<file path="config.mk">
export PLATFORM = sky130hd
export DESIGN_NAME = async_tx
export DESIGN_NICKNAME = d
export VERILOG_FILES = /design/src/rtl/async_tx_pkg.sv /design/src/rtl/async_tx_hold.sv /design/src/rtl/async_tx_shift.sv /design/src/rtl/async_tx_flag.sv /design/src/rtl/async_tx.sv
export SDC_FILE = /design/constraint.sdc
export NUM_CORES = 1
export LEC_CHECK = 0
export ABC_AREA = 1
export BUFFER_PORTS_ARGS = -buffer_cell sky130_fd_sc_hd__clkbuf_2
export CORE_MARGIN = 2
export CORE_UTILIZATION = 25
export DETAILED_ROUTE_END_ITERATION = 16
export SLEW_MARGIN = 20
export SYNTH_ARGS = -nofsm -noshare
export SYNTH_HDL_FRONTEND = slang
export SYNTH_HIERARCHICAL = 1
export SYNTH_SLANG_ARGS = --single-unit
</file>
<file path="constraint.sdc">
create_clock -name clk -period 3.7 [get_ports clk]
set_clock_uncertainty 0.2 [all_clocks]
set_input_delay 0.74 -clock clk [delete_from_list [all_inputs] [get_ports clk]]
set_output_delay 0.74 -clock clk [all_outputs]
set_load 0.03 [all_outputs]
</file>
<file path="src/rtl/async_tx_pkg.sv">
package async_tx_pkg;
  localparam int unsigned DATA_W = 8;
  localparam int unsigned FRAME_W = DATA_W + 3;
  localparam int unsigned CNT_W = $clog2(FRAME_W);

  typedef enum logic [1:0] {
    ITEM_DATA  = 2'd0,
    ITEM_IDLE  = 2'd1,
    ITEM_BREAK = 2'd2
  } item_e;
endpackage

</file>
<file path="src/rtl/async_tx_hold.sv">
module async_tx_hold
  import async_tx_pkg::*;
(
  input  logic              clk,
  input  logic              rst_n,
  input  logic              wr_data,
  input  logic [DATA_W-1:0] wr_char,
  input  logic              wr_bit9,
  input  logic              idle_req,
  input  logic              break_req,
  input  logic              take,
  output logic              full,
  output item_e             kind,
  output logic [DATA_W-1:0] char_q,
  output logic              bit9_q
);
  logic              full_n;
  item_e             kind_n;
  logic [DATA_W-1:0] char_n;
  logic              bit9_n;
  logic              req_any;

  assign req_any = wr_data | idle_req | break_req;

  always_comb begin
    full_n = full;
    kind_n = kind;
    char_n = char_q;
    bit9_n = bit9_q;
    if (req_any) begin
      full_n = 1'b1;
      if (break_req)     kind_n = ITEM_BREAK;
      else if (idle_req) kind_n = ITEM_IDLE;
      else begin
        kind_n = ITEM_DATA;
        char_n = wr_char;
        bit9_n = wr_bit9;
      end
    end else if (take) begin
      full_n = 1'b0;
    end
  end

  always_ff @(posedge clk or negedge rst_n) begin
    if (!rst_n) begin
      full   <= 1'b0;
      kind   <= ITEM_DATA;
      char_q <= '0;
      bit9_q <= 1'b0;
    end else begin
      full   <= full_n;
      kind   <= kind_n;
      char_q <= char_n;
      bit9_q <= bit9_n;
    end
  end
endmodule

</file>
<file path="src/rtl/async_tx_shift.sv">
module async_tx_shift
  import async_tx_pkg::*;
(
  input  logic              clk,
  input  logic              rst_n,
  input  logic              bit_tick,
  input  logic              nine_bit,
  input  logic              full,
  input  item_e             kind,
  input  logic [DATA_W-1:0] char_q,
  input  logic              bit9_q,
  output logic              take,
  output logic              finish,
  output logic              busy,
  output logic              txd
);
  logic [FRAME_W-1:0] sreg_q, sreg_n, frame;
  logic [CNT_W-1:0]   cnt_q, cnt_n, len_q, len_n;
  logic               busy_n;
  logic               last;

  assign last   = (cnt_q == len_q);
  assign take   = full & (~busy | (bit_tick & last));
  assign finish = busy & bit_tick & last & ~full;
  assign txd    = busy ? sreg_q[0] : 1'b1;

  always_comb begin
    unique case (kind)
      ITEM_IDLE:  frame = '1;
      ITEM_BREAK: frame = '0;
      default:    frame = {1'b1, (nine_bit ? bit9_q : 1'b1), char_q, 1'b0};
    endcase
  end

  always_comb begin
    sreg_n = sreg_q;
    cnt_n  = cnt_q;
    len_n  = len_q;
    busy_n = busy;
    if (take) begin
      sreg_n = frame;
      cnt_n  = '0;
      len_n  = nine_bit ? CNT_W'(FRAME_W - 1) : CNT_W'(FRAME_W - 2);
      busy_n = 1'b1;
    end else if (busy && bit_tick) begin
      if (last) begin
        busy_n = 1'b0;
      end else begin
        sreg_n = {1'b1, sreg_q[FRAME_W-1:1]};
        cnt_n  = cnt_q + 1'b1;
      end
    end
  end

  always_ff @(posedge clk or negedge rst_n) begin
    if (!rst_n) begin
      sreg_q <= '1;
      cnt_q  <= '0;
      len_q  <= '0;
      busy   <= 1'b0;
    end else begin
      sreg_q <= sreg_n;
      cnt_q  <= cnt_n;
      len_q  <= len_n;
      busy   <= busy_n;
    end
  end
endmodule

</file>
<file path="src/rtl/async_tx_flag.sv">
module async_tx_flag (
  input  logic clk,
  input  logic rst_n,
  input  logic req_any,
  input  logic finish,
  output logic tx_done
);
  logic done_n;

  always_comb begin
    done_n = tx_done;
    if (req_any)     done_n = 1'b0;
    else if (finish) done_n = 1'b1;
  end

  always_ff @(posedge clk or negedge rst_n) begin
    if (!rst_n) tx_done <= 1'b1;
    else        tx_done <= done_n;
  end
endmodule

</file>
<file path="src/rtl/async_tx.sv">
module async_tx
  import async_tx_pkg::*;
(
  input  logic              clk,
  input  logic              rst_n,
  input  logic              bit_tick,
  input  logic              nine_bit,
  input  logic              wr_data,
  input  logic [DATA_W-1:0] wr_char,
  input  logic              wr_bit9,
  input  logic              idle_req,
  input  logic              break_req,
  output logic              txd,
  output logic              hold_empty,
  output logic              tx_done
);
  logic [1:0]        rst_sync;
  logic              rst_s_n;
  logic              full, take, finish, busy, req_any;
  item_e             kind;
  logic [DATA_W-1:0] char_q;
  logic              bit9_q;

  always_ff @(posedge clk or negedge rst_n) begin
    if (!rst_n) rst_sync <= 2'b00;
    else        rst_sync <= {rst_sync[0], 1'b1};
  end
  assign rst_s_n = rst_sync[1];

  assign req_any    = wr_data | idle_req | break_req;
  assign hold_empty = ~full;

  async_tx_hold u_hold (
    .clk(clk), .rst_n(rst_s_n), .wr_data(wr_data), .wr_char(wr_char),
    .wr_bit9(wr_bit9), .idle_req(idle_req), .break_req(break_req),
    .take(take), .full(full), .kind(kind), .char_q(char_q), .bit9_q(bit9_q)
  );

  async_tx_shift u_shift (
    .clk(clk), .rst_n(rst_s_n), .bit_tick(bit_tick), .nine_bit(nine_bit),
    .full(full), .kind(kind), .char_q(char_q), .bit9_q(bit9_q),
    .take(take), .finish(finish), .busy(busy), .txd(txd)
  );

  async_tx_flag u_flag (
    .clk(clk), .rst_n(rst_s_n), .req_any(req_any), .finish(finish),
    .tx_done(tx_done)
  );
endmodule

</file>
==> results.sh, run 1 <==
export IMPL_status="finished clean"
export IMPL_dr_first_iter_drc_count=148
export IMPL_netSwitchingFraction=0.361
export IMPL_wl_per_cell_um=9.23
export IMPL_cts_tree="yes"
export IMPL_clock_sinks=34
export IMPL_crit_type="register to output port"
export IMPL_hold_slack_ps=33.4
export IMPL_cpMaxStageDelayCell="dfstp_2"
export IMPL_crit_path_cell_trace="inv_1, nand2_1, clkbuf_2"
export IMPL_synth_simple_gate_area_share=0.367
export IMPL_relSlewSlack=0.582
export IMPL_synth_seq_cells=34
export IMPL_required_ps=2760
export IMPL_globalRouteOverflowTotal=0
export IMPL_dp_slack_ps=1780
export IMPL_setup_tns_ps=0
export IMPL_cts_resized=0
export IMPL_crit_fanout=2
export IMPL_power_density_nw_per_um2=634
export IMPL_p_comb_frac=0.335
export IMPL_post_cts_setup_buffer_count=0
export IMPL_ctsHoldBuffers=0
export IMPL_p_int_mw=0.840
export IMPL_cts_max_path_buffers=2
export IMPL_drt_wl_total_um=3220
export IMPL_r2r_cells=9
export IMPL_final_util=0.288
export IMPL_fmax_ghz=0.494
export IMPL_startpoint_type="register"
export IMPL_io_buffers=18
export IMPL_ir_drop_uv=191
export IMPL_cts_made_buffers=5
export IMPL_rsz0062_at_grt="false"
export IMPL_drc=0
export IMPL_clkPwrFrac=0.208
export IMPL_grt_use_total=0.0894
export IMPL_synth_compound_area_frac=0.0265
export IMPL_worstMarginPinSlew_ps=626
export IMPL_grt_pass1_vias=1302
export IMPL_ys_warnings_count=6
export IMPL_critPathMaxStageDelay_ps=530
export IMPL_yosysSeqAreaShare=0.469
export IMPL_die_h_um=89.9
export IMPL_vias_per_cell=3.98
export IMPL_post_dp_cell_area_sq_um=1990
export IMPL_grt_pass1_wl_um=5860
export IMPL_seq_power_share=0.457
export IMPL_fin_ws_ps=1680
export IMPL_synth_net_count=251
export IMPL_area_delta_synth_final_pct=12.6
export IMPL_synth_area_mux_share=0
export IMPL_fin_crit_ps=2020
export IMPL_clk_pin_slew_ps=60
export IMPL_timing_final_crit_share=0.547
export IMPL_met3_wirelength_um=200
export IMPL_antenna_cells=0
export IMPL_fin_area_sq_um=2080
export IMPL_die_w_um=89.9
export IMPL_synth_xor_area_frac=0.00950
export IMPL_cts_htree_levels=2
export IMPL_antenna_found_initial=0
export IMPL_clock_root_buffer="clkbuf_8"
export IMPL_arrival_ps=1080
export IMPL_initial_core_util=0.256
export IMPL_syn_area_per_cell_sq_um=7.95
export IMPL_synth_cell_types=28
export IMPL_grt_max_degree=29
export IMPL_drtPass1Iterations=4
export IMPL_maxCapViolCount=0
export IMPL_highest_layer="met4"
export IMPL_synth_top_family_by_area="simple AND/OR/NAND/NOR gates"
export IMPL_insertion_delay_ps=280
export IMPL_finalHoldViolations=0
export IMPL_core_sq_um=7210
export IMPL_p_leak_nw=1.13
export IMPL_met1_length_um=1660
export IMPL_wl_met2_um=1310
export IMPL_fp_row_count=31
export IMPL_synth_area_sq_um=1840
export IMPL_num_vias=1390
export IMPL_switchingPower_mw=0.475
export IMPL_synthCells=232
export IMPL_drv_slew=0
export IMPL_setup_viol=0
export IMPL_die_area_sq_um=8080
export IMPL_drive_gt1_frac=0.216
export IMPL_ant_nets=0
export IMPL_fill_cells=815
export IMPL_nets=268
export IMPL_end_kind="output port"
export IMPL_ioPinCount=19
export IMPL_synth_adder_area_share=0.0204
export IMPL_routabilityCongestion=0.836
export IMPL_worstHoldPathType="input pin to asynchronous set/reset pin"
export IMPL_place_hpwl_um=2420
cell families after synthesis:
kind of cell    Yosys count
xor+xnor                  2
buf+inv                  39
compound gates            6
other cells               1
simple gates            147
flops                    34
fa+ha+maj                 3
layout by cell type, fill, tap and decap left out, types with 3 or more instances in the layout:
master and instances:
clkbuf_2 18, clkbuf_8 6, dfrtp_1 21, dfstp_2 12, ha_1 3, inv_1 29
nand2_1 74, nand2_2 3, nand2_4 4, nand3_1 32, nor2_1 28
power groups by stage:
stage / clock (mW) / combinational (mW) / sequential [mW]
2_1_floorplan: 0 / 0.398 / 0.584
3_3_place_gp: 0 / 0.437 / 0.607
3_5_place_dp: 0 / 0.446 / 0.609
4_1_cts: 0.286 / 0.447 / 0.603
5_1_grt: 0.304 / 0.508 / 0.619
6_report: 0.274 / 0.440 / 0.601
cells in the mapped netlist, drive strengths merged:
cell / number / area share
a21oi: 2 / 0.012
buf: 7 / 0.035
clkbuf: 2 / 0.0095
conb: 1 / 0.0020
dfrtp: 22 / 0.30
dfstp: 12 / 0.17
ha: 3 / 0.020
inv: 30 / 0.061
nand2: 81 / 0.19
nand3: 34 / 0.10
nor2: 31 / 0.077
nor3: 1 / 0.0027
o21ai: 4 / 0.015
xor2: 2 / 0.0095
cell type report:
type | instances | area, sq um | share of cell area
clock buffer | 8 | 90.1 | 0.0434
inverter | 30 | 113 | 0.0542
multi-input combinational | 159 | 785 | 0.378
sequential | 34 | 867 | 0.418
tap | 99 | 124 | 0.0597
timing repair buffer | 19 | 97.6 | 0.0470
metrics by stage:
step           power [mW]  std cells
2_1_floorplan       0.983        232
3_3_place_gp         1.04        341
3_5_place_dp         1.06        341
4_1_cts              1.34        349
5_1_grt              1.43        349
6_report             1.32        349
path summary, 6_finish.rpt:
check / start / end / slack (ps)
setup / recovery: u_shift/sreg_q[0] / txd / 1680
hold / removal: rst_n / rst_sync[1] / 30
setup reg to reg: u_shift/cnt_q[0] / u_hold/full / 1950
hold reg to reg: rst_sync[1] / u_hold/char_q[1] / 90
max in group asynchronous: rst_sync[1] / u_shift/sreg_q[7] / 2610
min in group clk: rst_sync[0] / rst_sync[1] / 150
sequential cells by signal, indices dropped and copies added (netlist names):
name,flops
u_hold/full,1
u_shift/len_q,3
u_flag/tx_done,1
u_shift/busy,1
u_shift/cnt_q,4
u_shift/sreg_q,11
rst_sync,2
u_hold/kind,2
u_hold/bit9_q,1
u_hold/char_q,8
critical path, delay by kind of cell, from the launching register on:
kind,cells,cell delay [ps]
buffers and inverters,2,230
flip-flops,1,530
AND/OR/NAND/NOR,1,50
layer usage:
layer / global-route usage / vias to the layer above
met3: 0.0344 / 4
met1: 0.122 / 612
li1: - / 737
met4: 0.0308 / 0
met2: 0.129 / 37
met5: 0 / -
No activity file was read; power rests on OpenSTA's default activity.
==> run 2: changes to the inputs <==
==> constraint.sdc (replaced) <==
create_clock -name clk -period 2 [get_ports clk]
set_clock_uncertainty 0.2 [all_clocks]
set_input_delay 0.4 -clock clk [delete_from_list [all_inputs] [get_ports clk]]
set_output_delay 0.4 -clock clk [all_outputs]
set_load 0.03 [all_outputs]
==> run 2 against run 1 <==
Net effect:
- largest cell class unchanged
- sequential power grew 83%
- power grew 94%
- non-clock buffer count grew 2
- sequential share of layout area shrank 0.75 points
- die area is the same
- register-to-register slack lost 1600 ps
==> results.sh, run 2 (synthesis results as in run 1) <==
export IMPL_status="finished clean"
export IMPL_grt_pass1_vias=1404
export IMPL_fp_row_count=31
export IMPL_worstHoldPathType="register to asynchronous set/reset pin"
export IMPL_drive_gt1_frac=0.222
export IMPL_required_ps=1400
export IMPL_crit_type="register to output port"
export IMPL_startpoint_type="register"
export IMPL_cts_max_path_buffers=2
export IMPL_layout_commonest_cell="nand2_1"
export IMPL_clock_root_buffer="clkbuf_8"
export IMPL_globalRouteOverflowTotal=0
export IMPL_drv_slew=0
export IMPL_routabilityCongestion=0.763
export IMPL_fin_area_sq_um=2110
export IMPL_cts_htree_levels=2
export IMPL_finalHoldViolations=0
export IMPL_endpoint="txd"
export IMPL_wl_per_cell_um=9.84
export IMPL_crit_fanout=2
export IMPL_fmax_ghz=0.589
export IMPL_dr_first_iter_drc_count=60
export IMPL_r2r_start="u_shift/cnt_q[0]"
export IMPL_clock_sinks=34
export IMPL_total_power_mw=2.55
export IMPL_place_hpwl_um=2520
export IMPL_initial_core_util=0.256
export IMPL_timing_final_crit_share=0.848
export IMPL_ir_drop_uv=471
export IMPL_io_buffers=18
export IMPL_maxCapViolCount=0
export IMPL_cts_made_buffers=5
export IMPL_insertion_delay_ps=280
export IMPL_drtPass1Iterations=4
export IMPL_antenna_found_initial=0
export IMPL_largest_reg_flops=11
export IMPL_core_sq_um=7210
export IMPL_r2r_end="u_hold/full"
export IMPL_regToRegSetupSlack_ps=310
export IMPL_p_leak_nw=1.15
export IMPL_fin_crit_ps=1700
export IMPL_arrival_ps=1100
export IMPL_post_dp_cell_area_sq_um=1990
export IMPL_largestRegisters="u_shift/sreg_q (11), u_hold/char_q (8), u_shift/cnt_q (4)"
export IMPL_grt_use_total=0.0947
export IMPL_regMostFlops="u_shift/sreg_q"
export IMPL_num_vias=1415
export IMPL_end_kind="output port"
export IMPL_fill_cells=817
export IMPL_grt_pass1_wl_um=6400
export IMPL_top_usage_layer="met2"
export IMPL_clk_pin_slew_ps=70
export IMPL_drc=0
export IMPL_grt_max_degree=33
export IMPL_die_h_um=89.9
export IMPL_die_w_um=89.9
export IMPL_setup_viol=0
export IMPL_die_area_sq_um=8080
export IMPL_cts_tree="yes"
export IMPL_setup_tns_ps=0
export IMPL_rsz0062_at_grt="false"
export IMPL_ant_nets=0
export IMPL_vias_per_cell=4.03
export IMPL_r2r_cells=9
export IMPL_power_density_nw_per_um2=1210
export IMPL_drt_wl_total_um=3450
export IMPL_final_cell_mix="nand2_1 (74), nand3_1 (32), inv_1 (29)"
export IMPL_nets=270
export IMPL_use_met1=0.123
export IMPL_area_delta_synth_final_pct=14.5
export IMPL_critPathLaunch="u_shift/sreg_q[0]"
export IMPL_met2_usage=0.157
export IMPL_post_cts_setup_buffer_count=0
export IMPL_grt_use_met3=0.0235
export IMPL_ioPinCount=19
export IMPL_antenna_cells=0
run 2: metal layers:
| metal | share of wire | vias up |
|---|---|---|
| met5 | 0 | - |
| met1 | 0.49 | 643 |
| met4 | 0.0055 | 0 |
| li1 | - | 745 |
| met2 | 0.47 | 25 |
| met3 | 0.038 | 2 |
run 2: where the power goes:
part	internal [mW]	switching [mW]
clock network	0.367	0.253
registers	0.957	0.141
logic	0.319	0.517
total	1.64	0.911
run 2: final cells by class:
| cell class | count | area [sq um] | area share |
|---|---|---|---|
| clock buffers | 5 | 68.8 | 0.0326 |
| clock inverters | 3 | 40.0 | 0.0190 |
| inverters | 30 | 113 | 0.0533 |
| multi-input cells | 159 | 785 | 0.372 |
| flip-flops and latches | 34 | 866 | 0.410 |
| well taps | 99 | 124 | 0.0587 |
| repair buffers | 21 | 115 | 0.0545 |
run 2: per-stage QoR:
| stage | hold WS, ps | util | std cells | setup slack [ps] |
|---|---|---|---|---|
| final | 64.4 | 0.293 | 351 | 303 |
| after global routing | 109 | 0.293 | 351 | 112 |
| after CTS | 81.0 | 0.293 | 351 | 282 |
| after detailed placement | -9.35 | 0.276 | 342 | 321 |
| after global placement | -12.3 | 0.276 | 342 | 330 |
| after floorplan | -95.6 | - | 232 | 408 |
run 2: worst min-delay path by stage:
stage                      to  cells after the start        start  slack (ps)
3_5_place_dp      rst_sync[1]                      1        rst_n          -9
2_1_floorplan     rst_sync[0]                      0        rst_n        -100
4_1_cts        u_hold/kind[0]                      1  rst_sync[1]          80
5_1_grt          u_shift/busy                      1  rst_sync[1]         110
3_3_place_gp      rst_sync[1]                      1        rst_n         -10
6_report         u_shift/busy                      1  rst_sync[1]          60
run 2: worst max-delay path, stage by stage (launching register included):
cell and delay (ps):
dfstp_2 530, inv_1 40, nand2_1 50, clkbuf_2 200
run 2: what timing repair did:
item,4_1_cts,5_1_grt
hold buffers,1,0
gates resized for setup,0,0
hold endpoints to repair,2,0
